**src/rtl/pmc_pkg.sv**
```systemverilog
package pmc_pkg;
  typedef enum logic [1:0] {
    PM_RUN  = 2'd0,
    PM_IDLE = 2'd1,
    PM_DOWN = 2'd2
  } pm_state_e;

  localparam int unsigned IDLE_BIT = 0;
  localparam int unsigned DOWN_BIT = 1;
  localparam int unsigned CTRL_W   = 6;
endpackage

```
**src/rtl/pmc_rst_qual.sv**
```systemverilog
module pmc_rst_qual #(
  parameter int unsigned MC_LEN = 12,
  parameter int unsigned EXT_MC = 2,
  parameter int unsigned INT_MC = 3
) (
  input  logic clk_i,
  input  logic rst_ni,
  input  logic ext_rst_i,
  input  logic int_rst_i,
  output logic accept_o,
  output logic core_rst_o
);
  localparam int unsigned EXT_LEN = MC_LEN * EXT_MC;
  localparam int unsigned INT_LEN = MC_LEN * INT_MC;
  localparam int unsigned EXT_W   = $clog2(EXT_LEN);
  localparam int unsigned HOLD_W  = $clog2(INT_LEN + 1);
  localparam logic [EXT_W-1:0]  EXT_LAST = EXT_W'(EXT_LEN - 1);
  localparam logic [HOLD_W-1:0] HOLD_MAX = HOLD_W'(INT_LEN);

  logic [EXT_W-1:0]  ext_cnt_q;
  logic              ext_act_q;
  logic [HOLD_W-1:0] hold_q;
  logic              ext_hit;

  assign ext_hit  = ext_rst_i && (ext_cnt_q == EXT_LAST) && !ext_act_q;
  assign accept_o = ext_hit || int_rst_i;

  // qualification counter runs on the raw clock, independent of the gate
  always_ff @(posedge clk_i or negedge rst_ni) begin
    if (!rst_ni) begin
      ext_cnt_q <= '0;
      ext_act_q <= 1'b0;
    end else if (!ext_rst_i) begin
      ext_cnt_q <= '0;
      ext_act_q <= 1'b0;
    end else if (ext_cnt_q == EXT_LAST) begin
      ext_act_q <= 1'b1;
    end else begin
      ext_cnt_q <= ext_cnt_q + 1'b1;
    end
  end

  always_ff @(posedge clk_i or negedge rst_ni) begin
    if (!rst_ni)               hold_q <= '0;
    else if (int_rst_i)        hold_q <= HOLD_MAX;
    else if (hold_q != '0)     hold_q <= hold_q - 1'b1;
  end

  assign core_rst_o = ext_act_q || (hold_q != '0);

  a_r9_int_hold: assert property (@(posedge clk_i) disable iff (!rst_ni)
    int_rst_i |=> core_rst_o);
  a_r9_hold_bound: assert property (@(posedge clk_i) disable iff (!rst_ni)
    hold_q <= HOLD_MAX);
  a_r7_ext_level: assert property (@(posedge clk_i) disable iff (!rst_ni)
    $rose(ext_act_q) |-> $past(ext_rst_i));
  a_r8_ext_release: assert property (@(posedge clk_i) disable iff (!rst_ni)
    !ext_rst_i |=> !ext_act_q);
endmodule

```
**src/rtl/pmc_mode_fsm.sv**
```systemverilog
module pmc_mode_fsm
  import pmc_pkg::*;
(
  input  logic      clk_i,
  input  logic      rst_ni,
  input  logic      clr_i,
  input  logic      wr_i,
  input  logic      down_req_i,
  input  logic      idle_req_i,
  input  logic      irq_i,
  output pm_state_e state_o,
  output logic      wr_ok_o
);
  pm_state_e state_q, state_d;

  assign wr_ok_o = wr_i && (state_q == PM_RUN) && !clr_i;

  always_comb begin
    state_d = state_q;
    if (clr_i) begin
      state_d = PM_RUN;
    end else begin
      unique case (state_q)
        PM_RUN: begin
          if (wr_ok_o && down_req_i)      state_d = PM_DOWN;
          else if (wr_ok_o && idle_req_i) state_d = PM_IDLE;
        end
        PM_IDLE: if (irq_i) state_d = PM_RUN;
        PM_DOWN: state_d = PM_DOWN;
        default: state_d = PM_RUN;
      endcase
    end
  end

  always_ff @(posedge clk_i or negedge rst_ni) begin
    if (!rst_ni) state_q <= PM_RUN;
    else         state_q <= state_d;
  end

  assign state_o = state_q;

  a_r6_down_holds: assert property (@(posedge clk_i) disable iff (!rst_ni)
    (state_q == PM_DOWN && !clr_i) |=> state_q == PM_DOWN);
  a_r4_idle_wake: assert property (@(posedge clk_i) disable iff (!rst_ni)
    (state_q == PM_IDLE && irq_i && !clr_i) |=> state_q == PM_RUN);
  a_r5_down_first: assert property (@(posedge clk_i) disable iff (!rst_ni)
    (wr_ok_o && down_req_i) |=> state_q == PM_DOWN);
  a_r10_clr_run: assert property (@(posedge clk_i) disable iff (!rst_ni)
    clr_i |=> state_q == PM_RUN);
endmodule

```
**src/rtl/pmc_ctrl_reg.sv**
```systemverilog
module pmc_ctrl_reg
  import pmc_pkg::*;
(
  input  logic              clk_i,
  input  logic              rst_ni,
  input  logic              clr_i,
  input  logic              we_i,
  input  logic [CTRL_W-1:0] wdata_i,
  output logic [CTRL_W-1:0] ctrl_o
);
  logic [CTRL_W-1:0] ctrl_q;

  always_ff @(posedge clk_i or negedge rst_ni) begin
    if (!rst_ni)    ctrl_q <= '0;
    else if (clr_i) ctrl_q <= '0;
    else if (we_i)  ctrl_q <= wdata_i;
  end

  assign ctrl_o = ctrl_q;

  a_r10_clear: assert property (@(posedge clk_i) disable iff (!rst_ni)
    clr_i |=> ctrl_q == '0);
  a_r11_write_blocked: assert property (@(posedge clk_i) disable iff (!rst_ni)
    (!we_i && !clr_i) |=> $stable(ctrl_q));
endmodule

```
**src/rtl/pwr_mode_ctrl.sv**
```systemverilog
module pwr_mode_ctrl
  import pmc_pkg::*;
#(
  parameter logic [7:0]  SFR_ADDR = 8'h87,
  parameter int unsigned MC_LEN   = 12,
  parameter int unsigned EXT_MC   = 2,
  parameter int unsigned INT_MC   = 3
) (
  input  logic       clk_i,
  input  logic       rst_ni,
  input  logic       sfr_wr_i,
  input  logic [7:0] sfr_addr_i,
  input  logic [7:0] sfr_wdata_i,
  output logic [7:0] sfr_rdata_o,
  input  logic       irq_pend_i,
  input  logic       ext_rst_i,
  input  logic       int_rst_i,
  output logic       cpu_clk_en_o,
  output logic       osc_en_o,
  output logic       core_rst_o,
  output logic       uart_dbl_o,
  output logic       uart2_dbl_o,
  output logic       lvr_dis_o,
  output logic       adc_ie_o,
  output logic       uart2_rclk_o,
  output logic       uart2_tclk_o
);
  logic              hit;
  logic              accept;
  logic              core_rst;
  logic              clr;
  logic              wr_ok;
  pm_state_e         state;
  logic [CTRL_W-1:0] ctrl;
  logic [1:0]        mode_bits;

  assign hit = (sfr_addr_i == SFR_ADDR);

  pmc_rst_qual #(
    .MC_LEN(MC_LEN), .EXT_MC(EXT_MC), .INT_MC(INT_MC)
  ) i_rst_qual (
    .clk_i      (clk_i),
    .rst_ni     (rst_ni),
    .ext_rst_i  (ext_rst_i),
    .int_rst_i  (int_rst_i),
    .accept_o   (accept),
    .core_rst_o (core_rst)
  );

  // clear on acceptance and for as long as the core is held
  assign clr = accept || core_rst;

  pmc_mode_fsm i_mode_fsm (
    .clk_i      (clk_i),
    .rst_ni     (rst_ni),
    .clr_i      (clr),
    .wr_i       (sfr_wr_i && hit),
    .down_req_i (sfr_wdata_i[DOWN_BIT]),
    .idle_req_i (sfr_wdata_i[IDLE_BIT]),
    .irq_i      (irq_pend_i),
    .state_o    (state),
    .wr_ok_o    (wr_ok)
  );

  pmc_ctrl_reg i_ctrl_reg (
    .clk_i   (clk_i),
    .rst_ni  (rst_ni),
    .clr_i   (clr),
    .we_i    (wr_ok),
    .wdata_i (sfr_wdata_i[7:2]),
    .ctrl_o  (ctrl)
  );

  assign mode_bits[IDLE_BIT] = (state == PM_IDLE);
  assign mode_bits[DOWN_BIT] = (state == PM_DOWN);

  assign sfr_rdata_o  = hit ? {ctrl, mode_bits} : 8'h00;
  assign cpu_clk_en_o = (state == PM_RUN);
  assign osc_en_o     = (state != PM_DOWN);
  assign core_rst_o   = core_rst;

  assign uart_dbl_o   = ctrl[5];
  assign uart2_dbl_o  = ctrl[4];
  assign lvr_dis_o    = ctrl[3];
  assign adc_ie_o     = ctrl[2];
  assign uart2_rclk_o = ctrl[1];
  assign uart2_tclk_o = ctrl[0];

  a_r5_down_osc: assert property (@(posedge clk_i) disable iff (!rst_ni)
    !osc_en_o |-> !cpu_clk_en_o);
  a_r3_mode_onehot: assert property (@(posedge clk_i) disable iff (!rst_ni)
    $onehot0(mode_bits));
endmodule

```
**config.mk**
```make
export PLATFORM = sky130hd
export DESIGN_NAME = pwr_mode_ctrl
export DESIGN_NICKNAME = d
export VERILOG_FILES = /design/src/rtl/pmc_pkg.sv /design/src/rtl/pmc_rst_qual.sv /design/src/rtl/pmc_mode_fsm.sv /design/src/rtl/pmc_ctrl_reg.sv /design/src/rtl/pwr_mode_ctrl.sv
export SDC_FILE = /design/constraint.sdc
export NUM_CORES = 1
export LEC_CHECK = 0
export CAP_MARGIN = 20
export CORE_ASPECT_RATIO = 0.8
export CORE_MARGIN = 4
export CORE_UTILIZATION = 46
export CTS_CLUSTER_SIZE = 14
export DETAILED_ROUTE_END_ITERATION = 8
export PLACE_DENSITY = 0.8
export SLEW_MARGIN = 20
export SYNTH_ARGS = -nofsm -noshare
export SYNTH_HDL_FRONTEND = slang
export SYNTH_SLANG_ARGS = --single-unit
```
**constraint.sdc**
```tcl
create_clock -name clk_i -period 3.4 [get_ports clk_i]
set_clock_uncertainty 0.1 [all_clocks]
set_input_delay 0.34 -clock clk_i [delete_from_list [all_inputs] [get_ports clk_i]]
set_output_delay 0.34 -clock clk_i [all_outputs]
set_load 0.05 [all_outputs]
```
==> flow_summary.yaml <==
final_layout:
  finalCoreUtilization_pct: 67.7
  drive_above_1_share_pct: 3.60
  final_common_cell: "clkdlybuf4s50_1"
  fill_cells: 188
  layout.nets: 166
  seq_area_um2: 500
  area_growth_pct: 40.7
  multi_input_area_um2: 515
  n_antenna_cell: 0
  layout_common_cells: "clkdlybuf4s50_1, dfrtp_1, nor2_1"
logic_synthesis:
  ys_ff_latch: 20
  synthesis.area_um2: 1040
  yosys.area_share.simple_pct: 27.1
  synth_compound_area_share_pct: 7.11
  ys_warn_count: 0
  synthFlopType: "dfrtp_1"
  ys_types: 30
  synthXorXnorAreaFrac_pct: 5.06
  async_flop_share_pct: 100
  synth_cells: 99
  synth_top_family_by_area: "simple AND/OR/NAND/NOR gates"
  synth_mux_area_share_pct: 6.75
  synth_fa_ha_area_share_pct: 3.61
  synth_seq_area_share_pct: 48.2
  mappedNetlistNets: 124
  synth.avg_cell_area_um2: 10.5
  synth_edf_count: 0
grt:
  grtUsageMet3_pct: 4.11
  grt_util_met1_pct: 21.7
  overflow: 0
  globalRouteTotalUtil_pct: 16.7
  grt_max_degree: 21
  grt.busiest_layer: "met2"
  grt_pass1_vias: 873
  grt_pass1_wl_um: 3860
  grtUsageMet2_pct: 28.3
  antenna_found_initial: 0
critical_path:
  critPathKind: "in2out"
  cp_slowest_cell: "clkdlybuf4s50_1"
  cp_top_family: "buffers and inverters"
  startpoint_type: "input pin"
  slowest_delay_ns: 0.80
  arrival_ns: 2.64
  endpoint_kind: "output port"
  crit_top_cell: "clkdlybuf4s50_1"
  crit_buf_inv: 2
  path_max_fanout: 8
  required_ns: 2.96
  crit_chain: "clkdlybuf4s50_1, or2_1, nor3_1, and3b_1, clkdlybuf4s50_1"
place:
  port_buffers: 38
  place_hpwl_um: 1830
  post-place-ws_ns: 0.330
  globalplace.congestion: 0.784
power:
  p_leak_nw: 0.629
  p_per_area_nw_per_um2: 307
  ir_worst_vdd_uv: 312
  power.total_uw: 449
clock_network:
  clkTransAtPathRegs_ns: 0.10
  numCtsBuffers: 3
  clock_latency_ns: 0.29
  clockRootBuffer: "clkbuf_4"
  clockBufferDepth: 2
  hold_buffers: 0
  ctsResizeCount: 0
  cts_tree: "yes"
  clock_sinks: 20
  cts_setup_buffers: 0
  h-tree-depth: 1
floorplan:
  die_x_um: 61.1
  ios: 39
  rows: 15
  start_util_pct: 48.1
  die-height_um: 50.5
  die-area_um2: 3090
  coreArea_um2: 2160
route:
  detail-route-antenna-nets: 0
  drc: 0
  routed_wl_um: 2260
  dr.first_iter.drc_count: 32
  via_count: 858
  firstDrtPassIters: 4
  avgViaCountPerCell: 5.23
  wire_per_inst_um: 13.8
sta:
  fmax_ghz: 0.324
  tightest_slew_ns: 0.861
  setup_viol: 0
  drv_slew: 0
  fin_tns_setup_ns: 0
  hold_violations: 0
  relSlewSlack_pct: 42.4
  grt_setup_unrepaired: "no"
  period_needed_ns: 3.08
  finalCritPeriodShare_pct: 90.6
  setup_ws_ns: 0.318
job:
  drv_cap: 0
outcome:
  status: "finished clean"
hold_path:
  hold_path_class: "in2async"
-- logic make-up (layout without fill, tap and decap cells) --
logic type      after synthesis  count (layout)
compound gates               10              10
xor+xnor                      6               6
mux                           7               7
fa+ha+maj                     3               3
flops                        20              20
buf+inv                       4              44
simple gates                 49              49
-- routing by layer --
layer,vias to the layer above,share of wire [%]
met2,33,47
met5,-,0
met3,2,6.9
li1,424,-
met4,0,0.40
met1,399,45
-- layout make-up --
| type | instances | share of cell area (%) |
|---|---|---|
| Clock buffer | 3 | 1.54 |
| Inverter | 3 | 0.771 |
| Multi-Input combinational cell | 75 | 35.3 |
| Sequential cell | 20 | 34.2 |
| Tap cell | 25 | 2.14 |
| Timing Repair Buffer | 38 | 26.0 |
-- registers in the layout (all words and copies together), names as in the netlist --
register	cells
i_ctrl_reg.ctrl_o	6
i_rst_qual.hold_q	6
i_rst_qual.ext_cnt_q	5
i_rst_qual.ext_act_q	1
i_mode_fsm.state_o	2
-- power breakdown --
part           internal, mW  switching [mW]
Combinational        0.0458          0.0330
Clock                0.0411          0.0641
Sequential            0.251          0.0134
Total                 0.338           0.111
-- cells in the mapped netlist (2+ instances only) --
library cell	count	area [um2]
a21oi_1	3	15.0
and2_1	8	50.1
dfrtp_1	20	500
ha_1	3	37.5
inv_1	3	11.3
mux2i_1	7	70.1
nand2_1	4	15.0
nand2b_1	3	18.8
nand3_1	4	20.0
nand3b_1	2	15.0
nor2_1	12	45.0
nor2b_1	3	18.8
nor3_1	2	10.0
nor3b_1	3	22.5
nor4_1	2	12.5
or2_1	2	12.5
xnor2_1	4	35.0
xor2_1	2	17.5
-- final timing paths --
check | startpoint | end | slack, ns | cells after the start
worst max register to register | i_mode_fsm.state_o[0]$_DFFE_PN0P_ | i_mode_fsm.state_o[0]$_DFFE_PN0P_ | 1.06 | 4
max in group asynchronous | rst_ni | i_rst_qual.ext_cnt_q[4]$_DFFE_PN0P_ | 2.24 | 1
worst min-delay path | rst_ni | i_rst_qual.hold_q[4]$_DFFE_PN0P_ | 0.43 | 1
worst max-delay path | sfr_addr_i[4] | sfr_rdata_o[0] | 0.32 | 5
worst min register to register | i_rst_qual.ext_act_q$_DFFE_PN0P_ | i_rst_qual.ext_act_q$_DFFE_PN0P_ | 0.43 | 1
min in group clk_i | i_rst_qual.ext_act_q$_DFFE_PN0P_ | i_rst_qual.ext_act_q$_DFFE_PN0P_ | 0.43 | 1
-- metrics by stage --
step	cells	instance area [um2]	hold slack (ns)
final	164	1460	0.430
after global routing	164	1460	0.467
after CTS	164	1460	0.430
after detailed placement	161	1440	0.412
after global placement	161	1440	0.400
after floorplan	99	1040	-0.0556
(Power assumes the default switching activity.)
